`config.mk`:
```
export PLATFORM = sky130hd
export DESIGN_NAME = pgb_addr_seq
export DESIGN_NICKNAME = d
export VERILOG_FILES = /design/src/rtl/pgb_pkg.sv /design/src/rtl/pgb_mode_decode.sv /design/src/rtl/pgb_word_step.sv /design/src/rtl/pgb_page_step.sv /design/src/rtl/pgb_addr_seq.sv
export SDC_FILE = /design/constraint.sdc
export NUM_CORES = 1
export LEC_CHECK = 0
export BUFFER_PORTS_ARGS = -buffer_cell sky130_fd_sc_hd__buf_2
export CAP_MARGIN = 0
export CORE_MARGIN = 3
export CORE_UTILIZATION = 51
export DETAILED_ROUTE_END_ITERATION = 10
export GPL_ROUTABILITY_DRIVEN = 0
export PLACE_DENSITY = 0.87
export RECOVER_POWER = 25
export SYNTH_ARGS = -nofsm -noshare
export SYNTH_HDL_FRONTEND = slang
export SYNTH_SLANG_ARGS = --single-unit
```
`constraint.sdc`:
```
create_clock -name clk -period 2.4 [get_ports clk]
set_input_delay 0.24 -clock clk [delete_from_list [all_inputs] [get_ports clk]]
set_output_delay 0.24 -clock clk [all_outputs]
set_load 0.01 [all_outputs]
```
`src/rtl/pgb_pkg.sv`:
```
package pgb_pkg;

    typedef enum logic [1:0] {
        MODE_WORD  = 2'b00,
        MODE_PAGE  = 2'b01,
        MODE_BURST = 2'b10,
        MODE_RSVD  = 2'b11
    } seq_mode_e;

    // One-hot view of the stepping rule chosen by the mode input
    typedef struct packed {
        logic hold;
        logic page;
        logic burst;
    } mode_sel_t;

endpackage

```
`src/rtl/pgb_mode_decode.sv`:
```
module pgb_mode_decode
    import pgb_pkg::*;
#(
    parameter bit RSVD_AS_WORD = 1'b1
) (
    input  logic [1:0] mode_i,
    output mode_sel_t  sel_o
);

    seq_mode_e mode;
    assign mode = seq_mode_e'(mode_i);

    generate
        if (RSVD_AS_WORD) begin : g_rsvd_hold
            always_comb begin
                sel_o = '0;
                unique case (mode)
                    MODE_PAGE:  sel_o.page  = 1'b1;
                    MODE_BURST: sel_o.burst = 1'b1;
                    default:    sel_o.hold  = 1'b1;
                endcase
            end
        end else begin : g_rsvd_page
            always_comb begin
                sel_o = '0;
                unique case (mode)
                    MODE_WORD:  sel_o.hold  = 1'b1;
                    MODE_BURST: sel_o.burst = 1'b1;
                    default:    sel_o.page  = 1'b1;
                endcase
            end
        end
    endgenerate

endmodule

```
`src/rtl/pgb_word_step.sv`:
```
module pgb_word_step #(
    parameter int WORD_W = 5
) (
    input  logic [WORD_W-1:0] word_i,
    input  logic [WORD_W-1:0] ref_i,
    output logic [WORD_W-1:0] next_o,
    output logic              hit_ref_o
);

    // Natural wrap of a WORD_W-bit counter gives the 31 -> 0 turnaround
    assign next_o    = word_i + {{(WORD_W-1){1'b0}}, 1'b1};
    assign hit_ref_o = (next_o == ref_i);

endmodule

```
`src/rtl/pgb_page_step.sv`:
```
module pgb_page_step #(
    parameter int PAGE_W = 8
) (
    input  logic [PAGE_W-1:0] page_i,
    output logic [PAGE_W-1:0] next_o,
    output logic              wrap_o
);

    assign next_o = page_i + {{(PAGE_W-1){1'b0}}, 1'b1};
    assign wrap_o = &page_i;

endmodule

```
`src/rtl/pgb_addr_seq.sv`:
```
module pgb_addr_seq
    import pgb_pkg::*;
#(
    parameter int PAGE_W = 8,
    parameter int WORD_W = 5,
    parameter int ADDR_W = PAGE_W + WORD_W
) (
    input  logic              clk,
    input  logic              rst,
    input  logic              load_i,
    input  logic [ADDR_W-1:0] load_addr_i,
    input  logic              adv_i,
    input  logic [1:0]        mode_i,
    output logic [ADDR_W-1:0] addr_o,
    output logic              done_o,
    output logic              ack_o
);

    localparam logic [WORD_W-1:0] WORD_ONE = {{(WORD_W-1){1'b0}}, 1'b1};

    typedef struct packed {
        logic [ADDR_W-1:0] addr;
        logic [WORD_W-1:0] ref_word;
        logic              done;
        logic              ack;
    } seq_state_t;

    seq_state_t st_d, st_q;

    logic [PAGE_W-1:0] page_q, page_next;
    logic [WORD_W-1:0] word_q, word_next;
    logic              hit_ref, page_wrap;
    mode_sel_t         sel;

    assign page_q = st_q.addr[ADDR_W-1:WORD_W];
    assign word_q = st_q.addr[WORD_W-1:0];

    pgb_mode_decode #(.RSVD_AS_WORD(1'b1)) u_mode (
        .mode_i (mode_i),
        .sel_o  (sel)
    );

    pgb_word_step #(.WORD_W(WORD_W)) u_word (
        .word_i    (word_q),
        .ref_i     (st_q.ref_word),
        .next_o    (word_next),
        .hit_ref_o (hit_ref)
    );

    pgb_page_step #(.PAGE_W(PAGE_W)) u_page (
        .page_i (page_q),
        .next_o (page_next),
        .wrap_o (page_wrap)
    );

    always_comb begin
        st_d      = st_q;
        st_d.done = 1'b0;
        st_d.ack  = 1'b0;
        if (load_i) begin
            st_d.addr     = load_addr_i;
            st_d.ref_word = load_addr_i[WORD_W-1:0];
            st_d.ack      = 1'b1;
        end else if (adv_i) begin
            st_d.ack = 1'b1;
            if (sel.hold) begin
                st_d.done = 1'b1;
            end else if (sel.page) begin
                st_d.addr = {page_q, word_next};
            end else if (sel.burst) begin
                st_d.addr = {(hit_ref ? page_next : page_q), word_next};
            end
        end
    end

    always_ff @(posedge clk) begin
        if (rst) st_q <= '0;
        else     st_q <= st_d;
    end

    assign addr_o = st_q.addr;
    assign done_o = st_q.done;
    assign ack_o  = st_q.ack;

    // Assertions

    assert_reset_clear_R10: assert property (@(posedge clk)
        rst |=> (addr_o == '0 && !done_o && !ack_o));

    assert_load_addr_R2: assert property (@(posedge clk) disable iff (rst)
        load_i |=> (addr_o == $past(load_addr_i)));

    assert_load_wins_R9: assert property (@(posedge clk) disable iff (rst)
        (load_i && adv_i) |=> (!done_o && addr_o == $past(load_addr_i)));

    assert_page_keeps_page_R4: assert property (@(posedge clk) disable iff (rst)
        (adv_i && !load_i && mode_i == 2'b01) |=>
        (addr_o[ADDR_W-1:WORD_W] == $past(addr_o[ADDR_W-1:WORD_W]) &&
         addr_o[WORD_W-1:0] == $past(addr_o[WORD_W-1:0]) + WORD_ONE));

    assert_burst_word_step_R5: assert property (@(posedge clk) disable iff (rst)
        (adv_i && !load_i && mode_i == 2'b10) |=>
        (addr_o[WORD_W-1:0] == $past(addr_o[WORD_W-1:0]) + WORD_ONE));

    assert_burst_page_wrap_R6: assert property (@(posedge clk) disable iff (rst)
        (adv_i && !load_i && mode_i == 2'b10 && hit_ref && page_wrap) |=>
        (addr_o[ADDR_W-1:WORD_W] == '0));

    assert_word_hold_R7: assert property (@(posedge clk) disable iff (rst)
        (adv_i && !load_i && (mode_i == 2'b00 || mode_i == 2'b11)) |=>
        ($stable(addr_o) && done_o));

    assert_done_single_R8: assert property (@(posedge clk) disable iff (rst)
        done_o |-> (ack_o && $past(adv_i) && !$past(load_i)));

    assert_ack_cause_R11: assert property (@(posedge clk) disable iff (rst)
        ack_o |-> ($past(load_i) || $past(adv_i)));

    assert_ref_stable_R3: assert property (@(posedge clk) disable iff (rst)
        !load_i |=> $stable(st_q.ref_word));

    assert_sel_onehot_R1: assert property (@(posedge clk) disable iff (rst)
        $onehot(sel));

endmodule

```
==> key figures <==
GRT
  • Initial antenna violation count: 0
  • Number of global-route vias before repair: 1000
  • Pin count of the biggest net entering global routing: 22
  • GRT overflow: 0
  • First-pass GRT wire length: 4300 µm
  • Total GRT Usage: 19.9%

Floorplan
  • Die area: 3010 µm²
  • Die H: ~55 µm
  • IO Pins: 34
  • Core area: approximately 2200 µm²
  • Starting Density: between 50% and 60%
  • Die width: 54.8 µm
  • Row count: 17

Synthesis
  • Synth Register Bits: 20
  • Post-synth net total: between 150 and 200
  • Netlist cell types: 33
  • Yosys Warn Count: 0
  • Synthesized area: around 1200 µm²
  • Post-synthesis sequential area ratio: about a third
  • Post-Syn Area per Cell: roughly 8 µm²
  • Mapped Cells: around 150

Critical path
  • Reg2reg end: addr_o[10]
  • Worst R2R Path Depth: 5
  • Crit. End Element: flop
  • CP required: 2.60 ns
  • CP Launch Type: flop
  • R2r setup slk: 0.19 ns
  • Setup Crit Path Kind: reg2reg
  • Crit path max fanout: 16
  • Crit path from: addr_o[1]
  • CP Capture Point: addr_o[10]
  • Arr. time, crit path: roughly 2.4 ns
  • R2R Path Start: addr_o[1]

Pwr
  • Pwr Total: 0.798 mW
  • Power per cell area: 590 nW/µm²
  • Internal: about 0.59 mW
  • Logic gate share of total power: 18.1%
  • Flop pwr share: 47.0%
  • Switching power: 0.212 mW
  • Switching share of power: a little over a quarter
  • Clk pwr share: 34.8%
  • Max IR drop VDD: 0.000439 V
  • Leak: about 0.55 nW

Cells and area
  • Share of cells above drive strength 1: 22.4%
  • Final nets: between 150 and 200
  • Ant. Diodes: 0
  • Layout area overhead: 11.1%
  • Final Core Density: approximately three fifths
  • Commonest non-fill, non-tap cells in the layout: 30 x buf_2, 20 x dfxtp_1, 17 x nand2_1, 16 x nor2_1
  • Fillers: 197
  • Most common cell after layout, fill and taps aside: buf_2
  • Post-route insts no fill: 198

Placed design
  • Cells after DPL: 194
  • DPL Wire Length: roughly 2000 µm
  • Post-place setup slack: -0.0254 ns
  • PortBufs: 33

Detailed routing
  • Vias/cell: 5.60
  • Initial DRC count: 27
  • Via count: around 1.1k
  • Drt pass-1 iters: 4
  • DR WL/cell: 13.7 µm
  • Total routed wirelength: 2710 µm
  • ANT nets after route: 0
  • DRC viols: 0

STA
  • Slew Viols, Final: 0
  • Relative slew slack: 52.0%
  • Finish-stage setup viols: 0
  • Final hold vios: 0
  • Unrepaired setup endpoints after global routing: false
  • Tcrit/Tclk final: 92.0%
  • Worst hold slack: approximately 0.18 ns
  • Worst Setup Slack, final: 0.191 ns
  • Post-Route Skew: about 0.0055 ns
  • Worst-Margin Slew: 0.720 ns
  • Min Clock Period, post-route: 2.21 ns
  • Achievable frequency: 453 MHz

Hold path
  • Worst Hold Class: in2reg
  • Hold Crit Depth: 3
  • Hold Path Origin: adv_i

CTS
  • CTS tree: built
  • CTS sink count: 20
  • CTS Buf Count: 3
  • CTS max path bufs: 2
  • Clk Latency, worst-skew pair: 0.30 ns
  • Clock-pin transition on the worst setup and hold timing paths: 0.12 ns
  • Root Driver: clkbuf_4
  • CTS H-tree depth: 1

Outcome
  • Outcome: completed

Run
  • Max Cap Viol: 0
-- through the flow --
step,instance area [µm²],setup TNS (ns)
2_1_floorplan,1220,0
3_3_place_gp,1300,0
3_5_place_dp,1300,-0.0833
4_1_cts,1360,0
5_1_grt,1350,0
6_report,1350,0
-- power by group through the flow --
stage,Combinational (mW),Sequential [mW],Clock (mW)
after global placement,0.137,0.381,0
after CTS,0.144,0.375,0.282
after global routing,0.162,0.379,0.297
after detailed placement,0.144,0.382,0
after floorplan,0.114,0.379,0
final,0.145,0.375,0.278
-- synth_stat cells --
cell / count / area, µm²
o2bb2ai_1: 1 / 8.76
a311oi_1: 3 / 26.3
a31o_1: 1 / 8.76
clkbuf_1: 7 / 26.3
mux2i_1: 2 / 20.0
nand2b_1: 1 / 6.26
nor2b_4: 1 / 13.8
nor4bb_1: 1 / 10.0
buf_2: 1 / 5.00
nor2_1: 16 / 60.1
nand3_1: 3 / 15.0
nand2_1: 17 / 63.8
nor2b_1: 4 / 25.0
nor3b_1: 1 / 7.51
and2_1: 1 / 6.26
a2111oi_1: 2 / 20.0
a31oi_1: 1 / 6.26
or3_1: 5 / 31.3
nand4_1: 3 / 18.8
o21ai_0: 6 / 30.0
o31ai_1: 1 / 7.51
xnor2_1: 7 / 61.3
buf_4: 13 / 97.6
o31a_1: 4 / 35.0
nor4b_1: 3 / 26.3
xor2_1: 2 / 17.5
dfxtp_1: 20 / 400
a21oi_1: 6 / 30.0
ha_1: 4 / 50.1
or4_1: 1 / 7.51
a211oi_1: 1 / 7.51
inv_1: 6 / 22.5
nor4_1: 7 / 43.8
-- how the worst min path moves through the flow --
stage	endpoint
after floorplan	ack_o
after global placement	st_q[6]
after detailed placement	st_q[5]
after CTS	st_q[5]
after global routing	st_q[5]
final	ack_o
-- area by class of cell --
type | instances | area, µm² | share of cell area, %
Inverter | 6 | 22.5 | 1.67
Clock inverter | 1 | 30.0 | 2.22
Tap cell | 28 | 35.0 | 2.59
Timing Repair Buffer | 35 | 176 | 13.1
Multi-Input combinational cell | 105 | 664 | 49.2
Clock buffer | 3 | 22.5 | 1.67
Sequential cell | 20 | 400 | 29.6
-- cells by family after synthesis --
logic type                 Yosys count  share of synthesized area [%]
AOI/OAI and AO/OA                   26                           14.8
xor gates and xnor gates             9                           6.48
adders and majority gates            4                           4.12
buffers and inverters               27                           12.4
DFF                                 20                           32.9
muxes                                2                           1.65
and+or+nand+nor                     64                           27.6
-- layer usage --
layer | share of wire (%) | GRT usage [%]
met3 | 6.3 | 4.09
met2 | 51 | 32.9
met5 | 0 | 0
met1 | 42 | 25.0
met4 | 0.63 | 7.88
-- state kept, by name (all words and copies together) (netlist names) --
signal	count
ack_o	1
addr_o	13
done_o	1
st_q	5
-- repair_timing --
item                       in CTS  in global routing
gates resized for setup         0                  1
setup endpoints to repair       0                  2
hold buffers                    0                  0
buffers inserted                0                  0
-- critical path: stages, from the launching register on --
cell	delay [ns]
dfxtp_1	0.37
ha_1	0.25
or3_1	0.39
a31o_2	0.35
or3_1	0.40
a2111oi_1	0.33
No activity file was read; power rests on OpenSTA's default activity.
